## src/rtl/trap_seq_pkg.sv

```systemverilog
package trap_seq_pkg;

  typedef enum logic [2:0] {
    FK_NONE    = 3'd0,
    FK_RESET   = 3'd1,
    FK_MCHK    = 3'd2,
    FK_ALIGN   = 3'd3,
    FK_INTR    = 3'd4,
    FK_PALCALL = 3'd5,
    FK_XMISS   = 3'd6,
    FK_ILLOP   = 3'd7
  } fault_kind_e;

  localparam int VOFF_W = 16;

  localparam logic [VOFF_W-1:0] VOFF_NONE    = 16'h0000;
  localparam logic [VOFF_W-1:0] VOFF_RESET   = 16'h0001;
  localparam logic [VOFF_W-1:0] VOFF_MCHK    = 16'h0401;
  localparam logic [VOFF_W-1:0] VOFF_ALIGN   = 16'h0301;
  localparam logic [VOFF_W-1:0] VOFF_INTR    = 16'h0101;
  localparam logic [VOFF_W-1:0] VOFF_PALCALL = 16'h2001;
  localparam logic [VOFF_W-1:0] VOFF_XMISS   = 16'h0201;
  localparam logic [VOFF_W-1:0] VOFF_ILLOP   = 16'h0501;

  // Byte distance from one instruction to the next
  localparam int INSN_BYTES = 4;

endpackage

```

## src/rtl/trap_vec_lut.sv

```systemverilog
module trap_vec_lut
  import trap_seq_pkg::*;
#(
  parameter int ADDR_W = 32
) (
  input  fault_kind_e        kind,
  output logic [ADDR_W-1:0]  offset
);

  localparam int PAD_W = ADDR_W - VOFF_W;

  logic [VOFF_W-1:0] off_raw;

  always_comb begin
    unique case (kind)
      FK_RESET:   off_raw = VOFF_RESET;
      FK_MCHK:    off_raw = VOFF_MCHK;
      FK_ALIGN:   off_raw = VOFF_ALIGN;
      FK_INTR:    off_raw = VOFF_INTR;
      FK_PALCALL: off_raw = VOFF_PALCALL;
      FK_XMISS:   off_raw = VOFF_XMISS;
      FK_ILLOP:   off_raw = VOFF_ILLOP;
      default:    off_raw = VOFF_NONE;
    endcase
  end

  generate
    if (PAD_W > 0) begin : g_pad
      assign offset = {{PAD_W{1'b0}}, off_raw};
    end else begin : g_nopad
      assign offset = off_raw[ADDR_W-1:0];
    end
  endgenerate

endmodule

```

## src/rtl/trap_save_calc.sv

```systemverilog
module trap_save_calc
  import trap_seq_pkg::*;
#(
  parameter int ADDR_W = 32
) (
  input  logic               enter,
  input  fault_kind_e        kind,
  input  logic [ADDR_W-1:0]  cur_pc,
  input  logic               priv,
  output logic               save_en,
  output logic [ADDR_W-1:0]  save_val
);

  localparam logic [ADDR_W-1:0] LSB_MASK = {{(ADDR_W-1){1'b1}}, 1'b0};
  localparam logic [ADDR_W-1:0] STEP     = ADDR_W'(INSN_BYTES);

  logic [ADDR_W-1:0] tagged_pc;
  logic              nested_intr;
  logic              skip_insn;

  always_comb begin
    tagged_pc   = (cur_pc & LSB_MASK) | {{(ADDR_W-1){1'b0}}, priv};
    nested_intr = (kind == FK_INTR) && priv;
    skip_insn   = (kind == FK_PALCALL);
    save_en     = enter && !nested_intr;
    save_val    = skip_insn ? (tagged_pc + STEP) : tagged_pc;
  end

endmodule

```

## src/rtl/trap_mode_ctl.sv

```systemverilog
module trap_mode_ctl (
  input  logic clk,
  input  logic rst_n,
  input  logic enter,
  input  logic leave,
  output logic shadow_q
);

  logic swap_go;
  logic swap_to;
  logic shadow_d;

  always_comb begin
    swap_go  = (enter && !shadow_q) || (leave && !enter);
    swap_to  = enter;
    shadow_d = swap_go ? swap_to : shadow_q;
  end

  always_ff @(posedge clk or negedge rst_n) begin
    if (!rst_n) begin
      shadow_q <= 1'b1;
    end else if (swap_go) begin
      shadow_q <= shadow_d;
    end
  end

  AST_SWAP_TOWARD_OTHER: assert property (@(posedge clk) disable iff (!rst_n)
    swap_go |-> (swap_to != shadow_q));

  AST_ENTER_SELECTS_SHADOW: assert property (@(posedge clk) disable iff (!rst_n)
    enter |=> shadow_q);

endmodule

```

## src/rtl/trap_sequencer.sv

```systemverilog
module trap_sequencer
  import trap_seq_pkg::*;
#(
  parameter int ADDR_W = 32
) (
  input  logic              clk,
  input  logic              rst_n,
  input  logic [ADDR_W-1:0] pal_base,
  input  logic [ADDR_W-1:0] cur_pc,
  input  logic              fault_req,
  input  logic [2:0]        fault_kind,
  input  logic              eret_req,
  output logic [ADDR_W-1:0] npc,
  output logic [ADDR_W-1:0] nnpc,
  output logic              redir_vld,
  output logic              shadow_sel,
  output logic [ADDR_W-1:0] exc_addr,
  output logic              irq_recheck
);

  localparam logic [ADDR_W-1:0] STEP = ADDR_W'(INSN_BYTES);

  fault_kind_e       req_kind;
  fault_kind_e       ent_kind;
  logic              boot_q;
  logic              ent_take;
  logic              ret_take;
  logic              ret_ok;
  logic              ret_bad;
  logic              any_entry;
  logic              leave;
  logic              redir_d;
  logic              save_en;
  logic [ADDR_W-1:0] save_val;
  logic [ADDR_W-1:0] vec_off;
  logic [ADDR_W-1:0] tgt;
  logic [ADDR_W-1:0] npc_q;
  logic [ADDR_W-1:0] nnpc_q;
  logic [ADDR_W-1:0] exc_q;
  logic              redir_q;
  logic              recheck_q;
  logic              priv;

  // Arbitration: boot redirect, then fault, then return
  always_comb begin
    req_kind  = fault_kind_e'(fault_kind);
    ent_take  = !boot_q && fault_req && (req_kind != FK_NONE);
    ret_take  = !boot_q && !ent_take && eret_req;
    ret_ok    = ret_take && priv;
    ret_bad   = ret_take && !priv;
    any_entry = boot_q || ent_take || ret_bad;
    leave     = ret_ok && !exc_q[0];
    if (boot_q) begin
      ent_kind = FK_RESET;
    end else if (ret_bad) begin
      ent_kind = FK_ILLOP;
    end else begin
      ent_kind = req_kind;
    end
  end

  trap_vec_lut #(.ADDR_W(ADDR_W)) u_vec (
    .kind   (ent_kind),
    .offset (vec_off)
  );

  trap_save_calc #(.ADDR_W(ADDR_W)) u_save (
    .enter    (ent_take || ret_bad),
    .kind     (ent_kind),
    .cur_pc   (cur_pc),
    .priv     (priv),
    .save_en  (save_en),
    .save_val (save_val)
  );

  trap_mode_ctl u_mode (
    .clk      (clk),
    .rst_n    (rst_n),
    .enter    (any_entry),
    .leave    (leave),
    .shadow_q (priv)
  );

  always_comb begin
    tgt     = any_entry ? (pal_base + vec_off) : exc_q;
    redir_d = any_entry || ret_ok;
  end

  always_ff @(posedge clk or negedge rst_n) begin
    if (!rst_n) begin
      boot_q    <= 1'b1;
      redir_q   <= 1'b0;
      recheck_q <= 1'b0;
    end else begin
      boot_q    <= 1'b0;
      redir_q   <= redir_d;
      recheck_q <= ret_ok;
    end
  end

  always_ff @(posedge clk or negedge rst_n) begin
    if (!rst_n) begin
      npc_q  <= '0;
      nnpc_q <= '0;
    end else if (redir_d) begin
      npc_q  <= tgt;
      nnpc_q <= tgt + STEP;
    end
  end

  always_ff @(posedge clk or negedge rst_n) begin
    if (!rst_n) begin
      exc_q <= '0;
    end else if (save_en) begin
      exc_q <= save_val;
    end
  end

  assign npc         = npc_q;
  assign nnpc        = nnpc_q;
  assign redir_vld   = redir_q;
  assign shadow_sel  = priv;
  assign exc_addr    = exc_q;
  assign irq_recheck = recheck_q;

  AST_NNPC_FOLLOWS: assert property (@(posedge clk) disable iff (!rst_n)
    redir_vld |-> (nnpc == npc + STEP));

  AST_RET_TARGET: assert property (@(posedge clk) disable iff (!rst_n)
    ret_ok |=> (npc == $past(exc_addr)) && (exc_addr == $past(exc_addr)));

  AST_RECHECK_WITH_REDIR: assert property (@(posedge clk) disable iff (!rst_n)
    irq_recheck |-> redir_vld);

  AST_USER_RET_REJECTED: assert property (@(posedge clk) disable iff (!rst_n)
    (eret_req && !shadow_sel && !fault_req && !boot_q) |=> (shadow_sel && !irq_recheck));

  AST_FAULT_BEATS_RET: assert property (@(posedge clk) disable iff (!rst_n)
    (fault_req && fault_kind != 3'd0 && eret_req) |=> !irq_recheck && shadow_sel);

  AST_NULL_FAULT_QUIET: assert property (@(posedge clk) disable iff (!rst_n)
    (fault_req && fault_kind == 3'd0 && !eret_req && !boot_q) |=> !redir_vld && $stable(exc_addr));

endmodule

```

## config.mk

```make
export PLATFORM = sky130hd
export DESIGN_NAME = trap_sequencer
export DESIGN_NICKNAME = d
export VERILOG_FILES = /design/src/rtl/trap_seq_pkg.sv /design/src/rtl/trap_vec_lut.sv /design/src/rtl/trap_save_calc.sv /design/src/rtl/trap_mode_ctl.sv /design/src/rtl/trap_sequencer.sv
export SDC_FILE = /design/constraint.sdc
export NUM_CORES = 1
export LEC_CHECK = 0
export BUFFER_PORTS_ARGS = -buffer_cell sky130_fd_sc_hd__buf_2
export CAP_MARGIN = 5
export CELL_PAD_IN_SITES_DETAIL_PLACEMENT = 1
export CELL_PAD_IN_SITES_GLOBAL_PLACEMENT = 2
export CORE_MARGIN = 5
export CORE_UTILIZATION = 33
export DETAILED_ROUTE_END_ITERATION = 7
export PLACE_DENSITY_LB_ADDON = 0.1
export SLEW_MARGIN = 20
export SYNTH_ARGS = -nofsm -noshare
export SYNTH_HDL_FRONTEND = slang
export SYNTH_SLANG_ARGS = --single-unit
```

## constraint.sdc

```tcl
create_clock -name clk -period 8.1 [get_ports clk]
set_input_delay 1.62 -clock clk [delete_from_list [all_inputs] [get_ports clk]]
set_output_delay 1.62 -clock clk [all_outputs]
set_load 0.05 [all_outputs]
```

---- After elaboration in Yosys (flattened, before gate mapping) ----
Index checks and enable logic that the tools add are counted.
operators by class
  add/sub/neg operators ................... 3
  multipliers ............................. 0
  divide/modulo/power cells ............... 0
  order comparisons ....................... 0
  eq/ne operators ......................... 7
  shift-type cells ........................ 0
  muxes and demuxes ....................... 5
  bitwise gates (word level) .............. 1
  reductions and logical operators ........ 23
operator list
  cell                   number
  $pmux 14 s7            1
  $add 32x3->32 const B  2
  $mux 32                2
  $add 32x16->32         1
  $or 32x1->32           1
  $eq 3x3->1 const B     4
  $logic_and 1x1->1      11
  $eq 3x2->1 const B     2
  $logic_not 1->1        6
  $mux 3                 2
  $logic_or 1x1->1       5
  $eq 3x1->1 const B     1
  $reduce_bool 3->1      1
storage, ports and cells
  bits in registers ....................... 100
  latch bits .............................. 0
  memory bits (writable) .................. 0
  bits in read-only memories .............. 0
  input bits .............................. 71
  logic and storage cells ................. 46
  memories kept ........................... 0

---- Logic depth before layout (Yosys ltp) ----
  depth after elaboration ................. 14
  depth in mapped cells ................... 18

---- Modules after synthesis ----
A second synthesis with hierarchy kept.
second synthesis, totals
  cells, all modules ...................... 905
  area, all modules ....................... 7697.4 um2
modules (own cells, without submodules)
  module          instances  cells an instance  area an instance (um2)  sequential area each (um2)
  trap_sequencer  1          778                6756.5                  2428.6
  trap_save_calc  1          87                 646.9                   0.0
  trap_vec_lut    1          37                 256.5                   0.0
  trap_mode_ctl   1          3                  37.5                    26.3

---- Least setup slack after synthesis ----
OpenSTA, ideal clock, no wires.
  kind .................................... input to register
  start point ............................. input port fault_kind[0]
  end point ............................... register nnpc_q[31] (netlist: nnpc[31])
  library setup time ...................... 0.082 ns
  arrival time ............................ 5.518 ns
  data required time ...................... 8.018 ns
  setup slack ............................. 2.501 ns
  stages .................................. 17
  path through ............................ buf_2 -> o31a_1 -> nor3b_1 -> and2_1 -> nor2_1 -> nand2_1 -> ha_1 -> ha_1 -> nand3_4 -> or4_4 -> a2111oi_2 -> nor3_1 -> a211oi_2 -> and4bb_4 -> nand4_4 -> or4_1 -> a31oi_1
between the ends
  cells in the longest elaborated chain, start to end .. 13
  elaborated cells on any way between the ends .. 23
RTL lines
  item                                line                   RTL
  start: declaration                  trap_sequencer.sv:11   input logic [2:0] fault_kind,
  $reduce_bool 3->1                   trap_sequencer.sv:47   ent_take = !boot_q && fault_req && (req_kind != FK_NONE);
  $logic_and 1x1->1                   trap_sequencer.sv:47
  $logic_not 1->1                     trap_sequencer.sv:48   ret_take = !boot_q && !ent_take && eret_req;
  $logic_and 1x1->1 (2 in series)     trap_sequencer.sv:48
  $logic_and 1x1->1                   trap_sequencer.sv:50   ret_bad = ret_take && !priv;
  $mux 3                              trap_sequencer.sv:55   end else if (ret_bad) begin
  $mux 3                              trap_sequencer.sv:53   if (boot_q) begin
  $eq 3x3->1 (tied with other cells)  trap_vec_lut.sv:15     unique case (kind)
  $pmux 14 s7                         trap_vec_lut.sv:15
  $add 32x16->32                      trap_sequencer.sv:85   tgt = any_entry ? (pal_base + vec_off) : exc_q;
  $mux 32                             trap_sequencer.sv:85
  $add 32x3->32                       trap_sequencer.sv:107  nnpc_q <= tgt + STEP;
  end signal: assignment              trap_sequencer.sv:107
  end: declaration                    trap_sequencer.sv:38   logic [ADDR_W-1:0] nnpc_q;
Parallel ways exist; a longest one is shown, timed or not.
A chain may end at the register's enable or synchronous reset.

---- Worst setup path in the final report ----
Same ends and word-level chain as after synthesis.

==> results.ini <==
[synthesis]
async_flop_share_pct=100
syn_nets=821
yosysWarnings=0
synth-seq-area-share_pct=39.5
synth_area_um2=6210
synth.largest_area_cell=dfrtp_1
synth-edff-count=0
syn_avg_cell_area_um2=8.37
synth_cell_types=69
ys_ff_latch=98
synth_flop_cell=dfrtp_1
synth_top_area_share_pct=38.7
synth_cells=742
synthTopCellsByArea=dfrtp_1, nand2_1, xor2_1

[clocking]
htreeDepth=3
ctsHoldBuffers=0
cts_tree=built
cts.sinks=98
cts_buffers=9
cts_resized=0
clock_latency_ns=0.35
root_buffer=clkbuf_16
clock_path_buffers=2
postCtsSetupBuffers=0
clk_pin_slew_worst_paths_ns=0.08

[placement]
dp_slack_ns=1.80
io_buffers=168
dpl-instance-area_um2=7250
place_congestion=0.875
dp_hpwl_um=15800

[detailed_routing]
drt_iter0_drc=195
viasPerCell=5.04
drt-wirelength-per-cell_um=17.5
wl_um=19900
num_vias=5710
dr.pass1.iters=4
drc_errors=0
drtAntennaViolNets=0

[worst_hold_path]
min_to=npc[8]$_DFFE_PN0P_
worstHoldStart=npc[8]$_DFFE_PN0P_
hold_class=flop to flop
hold_path_depth=2

[floorplanning]
core_um2=18600
die_w_um=147
die-area_um2=21700
rows=50
io_pins=170
start_util_pct=33.3
die_h_um=147

[timing]
setup_ws_ns=2.14
min_period_over_period_pct=73.6
rsz0062_at_grt=false
slew_violations=0
maxSlewHeadroom_pct=50.8
fmax_mhz=168
tightest_slew_ns=0.738
whs_ns=0.466
tns_ns=0
finalClockSkew_ns=0.0133
hold_viol=0
min_period_ns=5.96
final-setup-viol-count=0

[grt]
grtUsageMet3_pct=3.70
grt_pass1_wl_um=32000
use_met2_pct=27.5
busiest_layer=met2
antenna_found_initial=6
first_global_vias=5946
grt_max_degree=65
grtUsageMet1_pct=26.5
groute.usage.overall_pct=18.2
gr-total-overflow=0

[critical_path]
r2r_cells=14
ff2ff_setup_slack_ns=3.44
crit_start=fault_kind[0]
arrival_ns=6.24
start_kind=input port
reg2reg_to=nnpc[31]$_DFFE_PN0P_
timing.rr.start=boot_q$_DFF_PN1_
critical_path_required_ns=8.38
worstPathMaxFanout=8
criticalPathCategory=input port to flop
cp-end-kind=flop

[power]
power_density_nw_per_um2=224
ir_worst_vdd_v=0.0000877
leakagePower_nw=3.37

[finish]
fin_area_um2=7610
num-nets-final=970
drive_above_1_share_pct=24.8
multi_input_area_um2=3590
fillCellCount=2319
ff_latch_area_um2=2450
fin_util_pct=40.8
area_growth_pct=22.5

[flow_run]
maxCapViolations=0

[outcome]
status=complete, no violations

==> Yosys cell counts, types with 3 or more instances <==
master	number
and3_1	15
buf_2	6
o21a_1	4
mux2i_1	7
ha_1	8
and2_1	8
o21ai_0	70
o31ai_1	7
or3_1	8
o311ai_0	6
nand3_1	22
nor3b_1	5
mux2_2	3
a21oi_1	27
nand2b_1	4
buf_4	3
buf_1	3
nand4_1	14
a31oi_1	15
and4_1	6
a21o_1	4
nand3b_1	3
xor2_1	42
dfrtp_1	96
clkbuf_1	24
a211oi_1	6
inv_1	10
nor3_1	11
nor2b_1	4
nor2_1	74
xnor2_1	32
nand2_1	149
a211oi_2	3
==> logic make-up (layout without fill, tap and decap cells) <==
family | count (synthesis) | in the layout | synth area share, %
DFF | 98 | 98 | 39.5
and+or+nand+nor | 342 | 342 | 26.8
adders and majority gates | 8 | 8 | 1.61
muxes | 10 | 10 | 1.67
buffers and inverters | 46 | 200 | 3.08
other | 1 | 3 | 0.0604
AOI/OAI and AO/OA | 163 | 163 | 16.8
xor gates and xnor gates | 74 | 74 | 10.4
==> sequential cells by signal, summed over array words and instances, names as in the netlist <==
signal and cells:
nnpc 30, npc 32, exc_addr 32, irq_recheck 1, boot_q 1, u_mode.shadow_q 1, redir_vld 1
==> layer usage <==
metal	wire [um]	vias up
met4	289	8
met3	904	25
met2	8620	117
met5	39	-
li1	-	2887
met1	10000	2673
==> power breakdown <==
part / total, mW / switching [mW] / internal, mW
Combinational: 0.588 / 0.447 / 0.141
Sequential: 0.627 / 0.0663 / 0.561
Clock: 0.491 / 0.213 / 0.278
==> layout make-up <==
class | instances | share of cell area [%]
multi-input combinational | 598 | 47.1
sequential | 98 | 32.2
timing repair buffer | 174 | 11.8
tap | 234 | 3.85
clock buffer | 9 | 2.96
clock inverter | 7 | 1.43
inverter | 10 | 0.493
antenna | 2 | 0.0657
==> layout by cell type, fill, tap and decap left out, types with 9 or more instances in the layout <==
cell type	synthesis	layout
a21oi_1	27	27
a31oi_1	15	15
and3_1	15	15
buf_2	6	167
clkbuf_16	0	9
dfrtp_1	96	96
inv_1	10	10
nand2_1	149	149
nand3_1	22	22
nand4_1	14	14
nor2_1	74	73
nor3_1	11	10
o21ai_0	70	70
xnor2_1	32	32
xor2_1	42	42
==> worst max path at each step <==
stage               slack, ns              endpoint  cells past startpoint
floorplan                2.50  nnpc[31]$_DFFE_PN0P_                     17
global placement         1.89  nnpc[31]$_DFFE_PN0P_                     17
detailed placement       1.80  nnpc[31]$_DFFE_PN0P_                     17
CTS                      2.16  nnpc[31]$_DFFE_PN0P_                     17
global route             1.73  nnpc[30]$_DFFE_PN0P_                     17
finish                   2.14  nnpc[31]$_DFFE_PN0P_                     15
==> critical path: stages <==
cell and delay [ns]:
buf_2 0.15, o31a_1 0.43, nor3b_1 0.38, and2_1 0.34, nor4b_1 0.10, ha_1 0.41
nand4_1 0.26, nor3_4 0.39, o21ai_2 0.19, or4_1 0.55, a31oi_2 0.33, nand4_1 0.18
nand2b_1 0.23, or4_1 0.49, a31oi_1 0.18
==> through the flow <==
| step | cells | power, mW |
|---|---|---|
| 3_5_place_dp | 1113 | 1.23 |
| 3_3_place_gp | 1113 | 1.22 |
| 4_1_cts | 1129 | 1.73 |
| 6_report | 1132 | 1.71 |
| 2_1_floorplan | 742 | 1.04 |
| 5_1_grt | 1132 | 1.79 |
(Power assumes the default switching activity.)
